--- src/rtl/bbp_pkg.sv ---
package bbp_pkg;

    localparam int ADDR_W       = 19;
    localparam int PARAM_CNT    = 8;
    localparam int MAIN_CNT     = 31;
    localparam int PARAM_LOG2   = 11;
    localparam int MAIN_LOG2    = 14;
    localparam int WP_PARAM_CNT = 2;
    localparam int BLK_CNT      = PARAM_CNT + MAIN_CNT;
    localparam int IDX_W        = $clog2(BLK_CNT);
    localparam int PARAM_SPAN   = PARAM_CNT << PARAM_LOG2;
    localparam int MAIN_SPAN    = MAIN_CNT << MAIN_LOG2;

    typedef enum logic [1:0] {
        OP_IDLE  = 2'd0,
        OP_READ  = 2'd1,
        OP_PROG  = 2'd2,
        OP_ERASE = 2'd3
    } op_e;

    typedef logic [IDX_W-1:0] blk_idx_t;

    typedef struct packed {
        blk_idx_t idx;
        logic     is_param;
        logic     wp_cov;
    } blk_info_t;

    typedef struct packed {
        logic     valid;
        blk_idx_t idx;
        logic     is_param;
        logic     allowed;
        logic     violation;
    } rsp_t;

    function automatic logic is_modify(input op_e op);
        return (op == OP_PROG) || (op == OP_ERASE);
    endfunction

    function automatic logic wp_covers(input blk_idx_t idx, input logic is_param,
                                       input bit at_top);
        if (!is_param)
            return 1'b1;
        if (at_top)
            return int'(idx) >= (BLK_CNT - WP_PARAM_CNT);
        return int'(idx) < WP_PARAM_CNT;
    endfunction

endpackage

--- src/rtl/bbp_decode.sv ---
module bbp_decode
    import bbp_pkg::*;
#(
    parameter bit PARAM_AT_TOP = 1'b0
) (
    input  logic [ADDR_W-1:0] addr,
    output blk_info_t         info
);

    logic [ADDR_W-1:0] off;
    blk_idx_t          idx;
    logic              par;

    generate
        if (PARAM_AT_TOP) begin : g_top
            always_comb begin
                if (addr >= ADDR_W'(MAIN_SPAN)) begin
                    par = 1'b1;
                    off = addr - ADDR_W'(MAIN_SPAN);
                    idx = IDX_W'(MAIN_CNT) + IDX_W'(off >> PARAM_LOG2);
                end else begin
                    par = 1'b0;
                    off = addr;
                    idx = IDX_W'(addr >> MAIN_LOG2);
                end
            end
            always_comb begin
                AST_TOP_REGION: assert (par == (int'(idx) >= MAIN_CNT)) else $error("region/index mismatch");
            end
        end else begin : g_bot
            always_comb begin
                if (addr < ADDR_W'(PARAM_SPAN)) begin
                    par = 1'b1;
                    off = addr;
                    idx = IDX_W'(addr >> PARAM_LOG2);
                end else begin
                    par = 1'b0;
                    off = addr - ADDR_W'(PARAM_SPAN);
                    idx = IDX_W'(PARAM_CNT) + IDX_W'(off >> MAIN_LOG2);
                end
            end
            always_comb begin
                AST_BOT_REGION: assert (par == (int'(idx) < PARAM_CNT)) else $error("region/index mismatch");
            end
        end
    endgenerate

    always_comb begin
        info.idx      = idx;
        info.is_param = par;
        info.wp_cov   = wp_covers(idx, par, PARAM_AT_TOP);
    end

    always_comb begin
        AST_IDX_RANGE: assert (int'(idx) < BLK_CNT) else $error("block index out of range");
    end

endmodule

--- src/rtl/bbp_lockbank.sv ---
module bbp_lockbank
    import bbp_pkg::*;
(
    input  logic               clk,
    input  logic               rst,
    input  logic               set_stb,
    input  logic               clr_stb,
    input  blk_idx_t           idx,
    output logic [BLK_CNT-1:0] locked
);

    genvar g;
    generate
        for (g = 0; g < BLK_CNT; g++) begin : g_bit
            always_ff @(posedge clk) begin
                if (rst)
                    locked[g] <= 1'b1;
                else if (set_stb && (int'(idx) == g))
                    locked[g] <= 1'b1;
                else if (clr_stb && (int'(idx) == g))
                    locked[g] <= 1'b0;
            end
        end
    endgenerate

    AST_LOCK_SET: assert property (@(posedge clk) disable iff (rst)
        set_stb && (int'(idx) < BLK_CNT) |=> locked[$past(idx)]) else $error("set failed");

    AST_LOCK_CLR: assert property (@(posedge clk) disable iff (rst)
        clr_stb && !set_stb && (int'(idx) < BLK_CNT) |=> !locked[$past(idx)]) else $error("clear failed");

    AST_LOCK_OOR: assert property (@(posedge clk) disable iff (rst)
        (set_stb || clr_stb) && (int'(idx) >= BLK_CNT) |=> $stable(locked)) else $error("out-of-range strobe acted");

    AST_LOCK_RST: assert property (@(posedge clk) disable iff (rst)
        $past(rst) |-> (&locked)) else $error("lock bits not all set after reset");

endmodule

--- src/rtl/bbp_boot_map.sv ---
module bbp_boot_map
    import bbp_pkg::*;
#(
    parameter bit PARAM_AT_TOP = 1'b0
) (
    input  logic              clk,
    input  logic              rst,
    input  logic              wp_active,
    input  logic              req_valid,
    input  logic [ADDR_W-1:0] req_addr,
    input  logic [1:0]        req_op,
    input  logic              lock_set,
    input  logic              lock_clr,
    input  logic [IDX_W-1:0]  lock_idx,
    output logic              rsp_valid,
    output logic [IDX_W-1:0]  rsp_block,
    output logic              rsp_is_param,
    output logic              rsp_allowed,
    output logic              rsp_violation
);

    blk_info_t          dec;
    logic [BLK_CNT-1:0] locked;
    rsp_t               rsp_q;
    op_e                op;
    logic               modify;
    logic               permitted;

    bbp_decode #(.PARAM_AT_TOP(PARAM_AT_TOP)) u_decode (
        .addr (req_addr),
        .info (dec)
    );

    bbp_lockbank u_locks (
        .clk     (clk),
        .rst     (rst),
        .set_stb (lock_set),
        .clr_stb (lock_clr),
        .idx     (lock_idx),
        .locked  (locked)
    );

    always_comb begin
        op        = op_e'(req_op);
        modify    = req_valid && is_modify(op);
        permitted = !locked[dec.idx] && !(wp_active && dec.wp_cov);
    end

    always_ff @(posedge clk) begin
        if (rst) begin
            rsp_q <= '0;
        end else begin
            rsp_q.valid     <= req_valid;
            rsp_q.idx       <= dec.idx;
            rsp_q.is_param  <= dec.is_param;
            rsp_q.allowed   <= modify && permitted;
            rsp_q.violation <= modify && !permitted;
        end
    end

    assign rsp_valid     = rsp_q.valid;
    assign rsp_block     = rsp_q.idx;
    assign rsp_is_param  = rsp_q.is_param;
    assign rsp_allowed   = rsp_q.allowed;
    assign rsp_violation = rsp_q.violation;

    AST_RSP_LATENCY: assert property (@(posedge clk) disable iff (rst)
        req_valid |=> rsp_valid) else $error("missing response");

    AST_LOCKED_REFUSED: assert property (@(posedge clk) disable iff (rst)
        req_valid && is_modify(op) && locked[dec.idx] |=> rsp_violation && !rsp_allowed) else $error("locked block accepted");

    AST_WP_MAIN: assert property (@(posedge clk) disable iff (rst)
        req_valid && is_modify(op) && wp_active && !dec.is_param |=> rsp_violation) else $error("protected main block accepted");

    AST_READ_QUIET: assert property (@(posedge clk) disable iff (rst)
        req_valid && !is_modify(op) |=> !rsp_allowed && !rsp_violation) else $error("read flagged");

    AST_IDLE_QUIET: assert property (@(posedge clk) disable iff (rst)
        !req_valid |=> !rsp_valid && !rsp_violation) else $error("response without request");

    AST_RST_QUIET: assert property (@(posedge clk)
        rst |=> !rsp_valid && !rsp_violation) else $error("response during reset");

endmodule

--- config.mk ---
export PLATFORM = sky130hd
export DESIGN_NAME = bbp_boot_map
export DESIGN_NICKNAME = d
export VERILOG_FILES = /design/src/rtl/bbp_pkg.sv /design/src/rtl/bbp_decode.sv /design/src/rtl/bbp_lockbank.sv /design/src/rtl/bbp_boot_map.sv
export SDC_FILE = /design/constraint.sdc
export NUM_CORES = 1
export LEC_CHECK = 0
export BUFFER_PORTS_ARGS = -buffer_cell sky130_fd_sc_hd__buf_2
export CAP_MARGIN = 0
export CORE_AREA = 2 2 89 99
export CTS_CLUSTER_SIZE = 12
export DETAILED_ROUTE_END_ITERATION = 16
export DIE_AREA = 0 0 91 101
export PLACE_DENSITY_LB_ADDON = 0.08
export SLEW_MARGIN = 20
export SYNTH_ARGS = -nofsm -noshare
export SYNTH_HDL_FRONTEND = slang
export SYNTH_SLANG_ARGS = --single-unit
--- constraint.sdc ---
create_clock -name clk -period 7.4 [get_ports clk]
set_input_delay 1.48 -clock clk [delete_from_list [all_inputs] [get_ports clk]]
set_output_delay 1.48 -clock clk [all_outputs]
set_load 0.01 [all_outputs]
==> impl_metrics.tcl <==
set metrics [dict create \
    rrSetupSlack_ns 5.70 \
    drcViolationCount 0 \
    wl_mm 7.167 \
    ant_nets 0 \
    fin_tns_setup_ns 0 \
    path_class "primary input to register" \
    cpMaxStageDelayCell "a2111oi_0" \
    gp_congestion 0.8292 \
    synth.distinct_cells 38 \
    path_cells "buf_2 -> or4_1 -> o21ai_2 -> nand2_2 -> a2111oi_0 -> o41ai_1 -> a21o_1 -> and3b_1" \
    synth_seq_cells 49 \
    drv_slew 0 \
    core_mm2 0.008233 \
    avgSynthCellArea_um2 8.946 \
    start_kind "primary input" \
    drive_gt1_share_pct 16.32 \
    cp_max_fo 13 \
    p_leak_nw 0.9870 \
    relSlewSlack_pct 39.29 \
    die_y_um 101 \
    synth_seq_area_share_pct 41.07 \
    power_density_mw_per_mm2 209.8 \
    switching_power_mw 0.1497 \
    startpoint "req_addr[16]" \
    fin_ws_ns 3.295 \
    htree_levels 2 \
    cp.arrival_ns 4.32 \
    hold_path_class "register to register" \
    place_area_mm2 0.002628 \
    cts_resized 0 \
    endpoint_kind "register" \
    synth_nets 302 \
    synth-main-ff-cell "dfxtp_1" \
    required_ns 7.61 \
    clock_insertion_delay_worst_skew_ns 0.30 \
    synth_area_mm2 0.002389 \
    p_comb_share_pct 13.6 \
    slowest_delay_ns 0.68 \
    wl_per_cell_um 17.96 \
    max_clock_freq_mhz 243.6 \
    grt_pass1_wl_mm 11.27 \
    fin_nets 322 \
    max-cap-violations 0 \
    fillers 879 \
    fin_area_mm2 0.002761 \
    ios 43 \
    fin_crit_sh_pct 55.48 \
    vdd.ir_drop.worst_mv 0.08123 \
    swShare_pct 25.83 \
    p_int_mw 0.4298 \
    portBuffers 30 \
    layout_common_cells "nand2_1 (52), dfxtp_1 (49), a221o_1 (39), buf_2 (30), nor2_1 (20)" \
    crit_end "rsp_violation$_SDFF_PP0_" \
    vias 2194 \
    cts_hold_buf 0 \
    status "complete, no violations" \
    clkPwrFrac_pct 39.8 \
    r2r_end "rsp_violation$_SDFF_PP0_" \
    initial_core_util_pct 29.01 \
    syn_inst 267 \
    place_ws_ns 3.051 \
    area_growth_pct 15.61 \
    clock_sinks 49 \
    antenna_cells 0 \
    rows 35 \
    r2r-start "u_locks.locked[31]$_SDFFE_PP1P_" \
    synth_edf_count 0 \
    die_w_um 91 \
    die-area_mm2 0.009191 \
    grt_max_degree 48 \
    period_minus_slack_ns 4.105 \
    grt_pass1_vias 1949 \
    setup_viol 0 \
    synth_warnings 0 \
    hold_viol_final 0 \
    drtIter0Drc 140 \
    sequentialPowerShare_pct 46.6 \
    antenna_found_initial 0 \
    clk_pin_slew_ns 0.10 \
    overflow 0 \
    rr_worst_depth 5 \
    root_buffer "clkbuf_8" \
    hpwl_mm 4.815 \
    grt_setup_unrepaired "no" \
    layout_commonest_cell "nand2_1" \
    fin_skew_ns 0.01129 \
    avgViaCountPerCell 5.499 \
    cts_made_buffers 5 \
    worst_pin_slew_ns 0.9106 \
    clockBufferDepth 2 \
    drtPass1Iterations 4 \
    async_flop_share_pct 0 \
    cts_tree "done" \
    post_cts_buffers 0 \
    grt.total_usage_pct 15.87 \
]
-- worst max-delay path, delay by kind of cell --
family,cells,cell delay (ns)
AOI/OAI and AO/OA,4,1.54
buffers and inverters,1,0.14
and+or+nand+nor,3,1.14
-- area by class of cell --
cell class	count	area, um^2	share of cell area [%]
multi-input cells	195	1328	48.07
flip-flops and latches	49	980.9	35.52
repair buffers	32	165.2	5.981
well taps	111	138.9	5.029
clock buffers	5	68.82	2.492
clock inverters	3	65.06	2.356
inverters	4	15.01	0.5437
-- per-layer routing --
layer / track usage, % / share of wire [%] / up-vias
met5: 0 / 0 / -
met4: 3.846 / 1.3 / 0
met3: 2.693 / 4.3 / 8
met2: 26.50 / 48 / 57
met1: 21.45 / 47 / 1063
li1: - / - / 1066
-- power groups by stage --
stage	combinational, mW	clock [mW]	sequential, mW
2_1_floorplan	0.0484	0	0.278
3_3_place_gp	0.0792	0	0.276
3_5_place_dp	0.0794	0	0.276
4_1_cts	0.0799	0.234	0.270
5_1_grt	0.0874	0.245	0.270
6_report	0.0790	0.231	0.270
-- cells by family (layout without fill, tap and decap cells) --
kind of cell | after synthesis | count (layout) | share of synthesized area (%)
AOI/OAI and AO/OA | 66 | 66 | 24.99
xor gates and xnor gates | 4 | 4 | 1.467
adders and majority gates | 2 | 2 | 1.048
buffers and inverters | 23 | 44 | 4.295
DFF | 49 | 49 | 41.07
muxes | 6 | 6 | 4.086
and+or+nand+nor | 117 | 117 | 23.05
-- per-stage QoR --
step / hold WS, ns / utilization [%] / cells / power (mW)
after floorplan: 0.4475 / - / 267 / 0.3262
after global routing: 0.5051 / 33.54 / 399 / 0.6030
after detailed placement: 0.4644 / 31.91 / 391 / 0.3554
final: 0.4901 / 33.54 / 399 / 0.5795
after CTS: 0.4940 / 33.54 / 399 / 0.5834
after global placement: 0.4622 / 31.76 / 391 / 0.3552
-- synth_stat cells, drive strengths merged (2+ instances only) --
cell type / count / share of area [%]
nand2: 53 / 8.4
dfxtp: 49 / 41
a221o: 39 / 16
nor2: 20 / 3.1
clkbuf: 15 / 2.4
nor3: 12 / 2.5
a2111oi: 8 / 2.9
and3: 8 / 2.1
and3b: 5 / 1.8
buf: 4 / 1.3
inv: 4 / 0.63
nand2b: 4 / 1.0
nand3: 4 / 0.84
nor3b: 4 / 1.3
a21oi: 3 / 0.63
mux2i: 3 / 1.3
mux4: 3 / 2.8
o211ai: 3 / 0.94
o21ai: 3 / 0.79
a221oi: 2 / 0.73
ha: 2 / 1.0
nand4: 2 / 0.52
nor4: 2 / 0.52
o21a: 2 / 0.63
o41ai: 2 / 0.73
xnor2: 2 / 0.73
xor2: 2 / 0.73
-- registers in the layout, indices dropped and copies added, names as in the netlist --
| signal | flops |
|---|---|
| rsp_violation | 1 |
| rsp_valid | 1 |
| u_locks.locked | 39 |
| rsp_block | 6 |
| rsp_allowed | 1 |
| rsp_is_param | 1 |
-- worst min-delay path by stage --
stage | startpoint | end | slack [ns] | depth (start not counted)
after floorplan | u_locks.locked[18]$_SDFFE_PP1P_ | u_locks.locked[18]$_SDFFE_PP1P_ | 0.45 | 1
after global placement | u_locks.locked[18]$_SDFFE_PP1P_ | u_locks.locked[18]$_SDFFE_PP1P_ | 0.46 | 1
after detailed placement | u_locks.locked[13]$_SDFFE_PP1P_ | u_locks.locked[13]$_SDFFE_PP1P_ | 0.46 | 1
after CTS | u_locks.locked[9]$_SDFFE_PP1P_ | u_locks.locked[9]$_SDFFE_PP1P_ | 0.49 | 1
after global routing | u_locks.locked[13]$_SDFFE_PP1P_ | u_locks.locked[13]$_SDFFE_PP1P_ | 0.51 | 1
final | u_locks.locked[26]$_SDFFE_PP1P_ | u_locks.locked[26]$_SDFFE_PP1P_ | 0.49 | 1
Note: power is estimated with default switching activity, not from simulation.
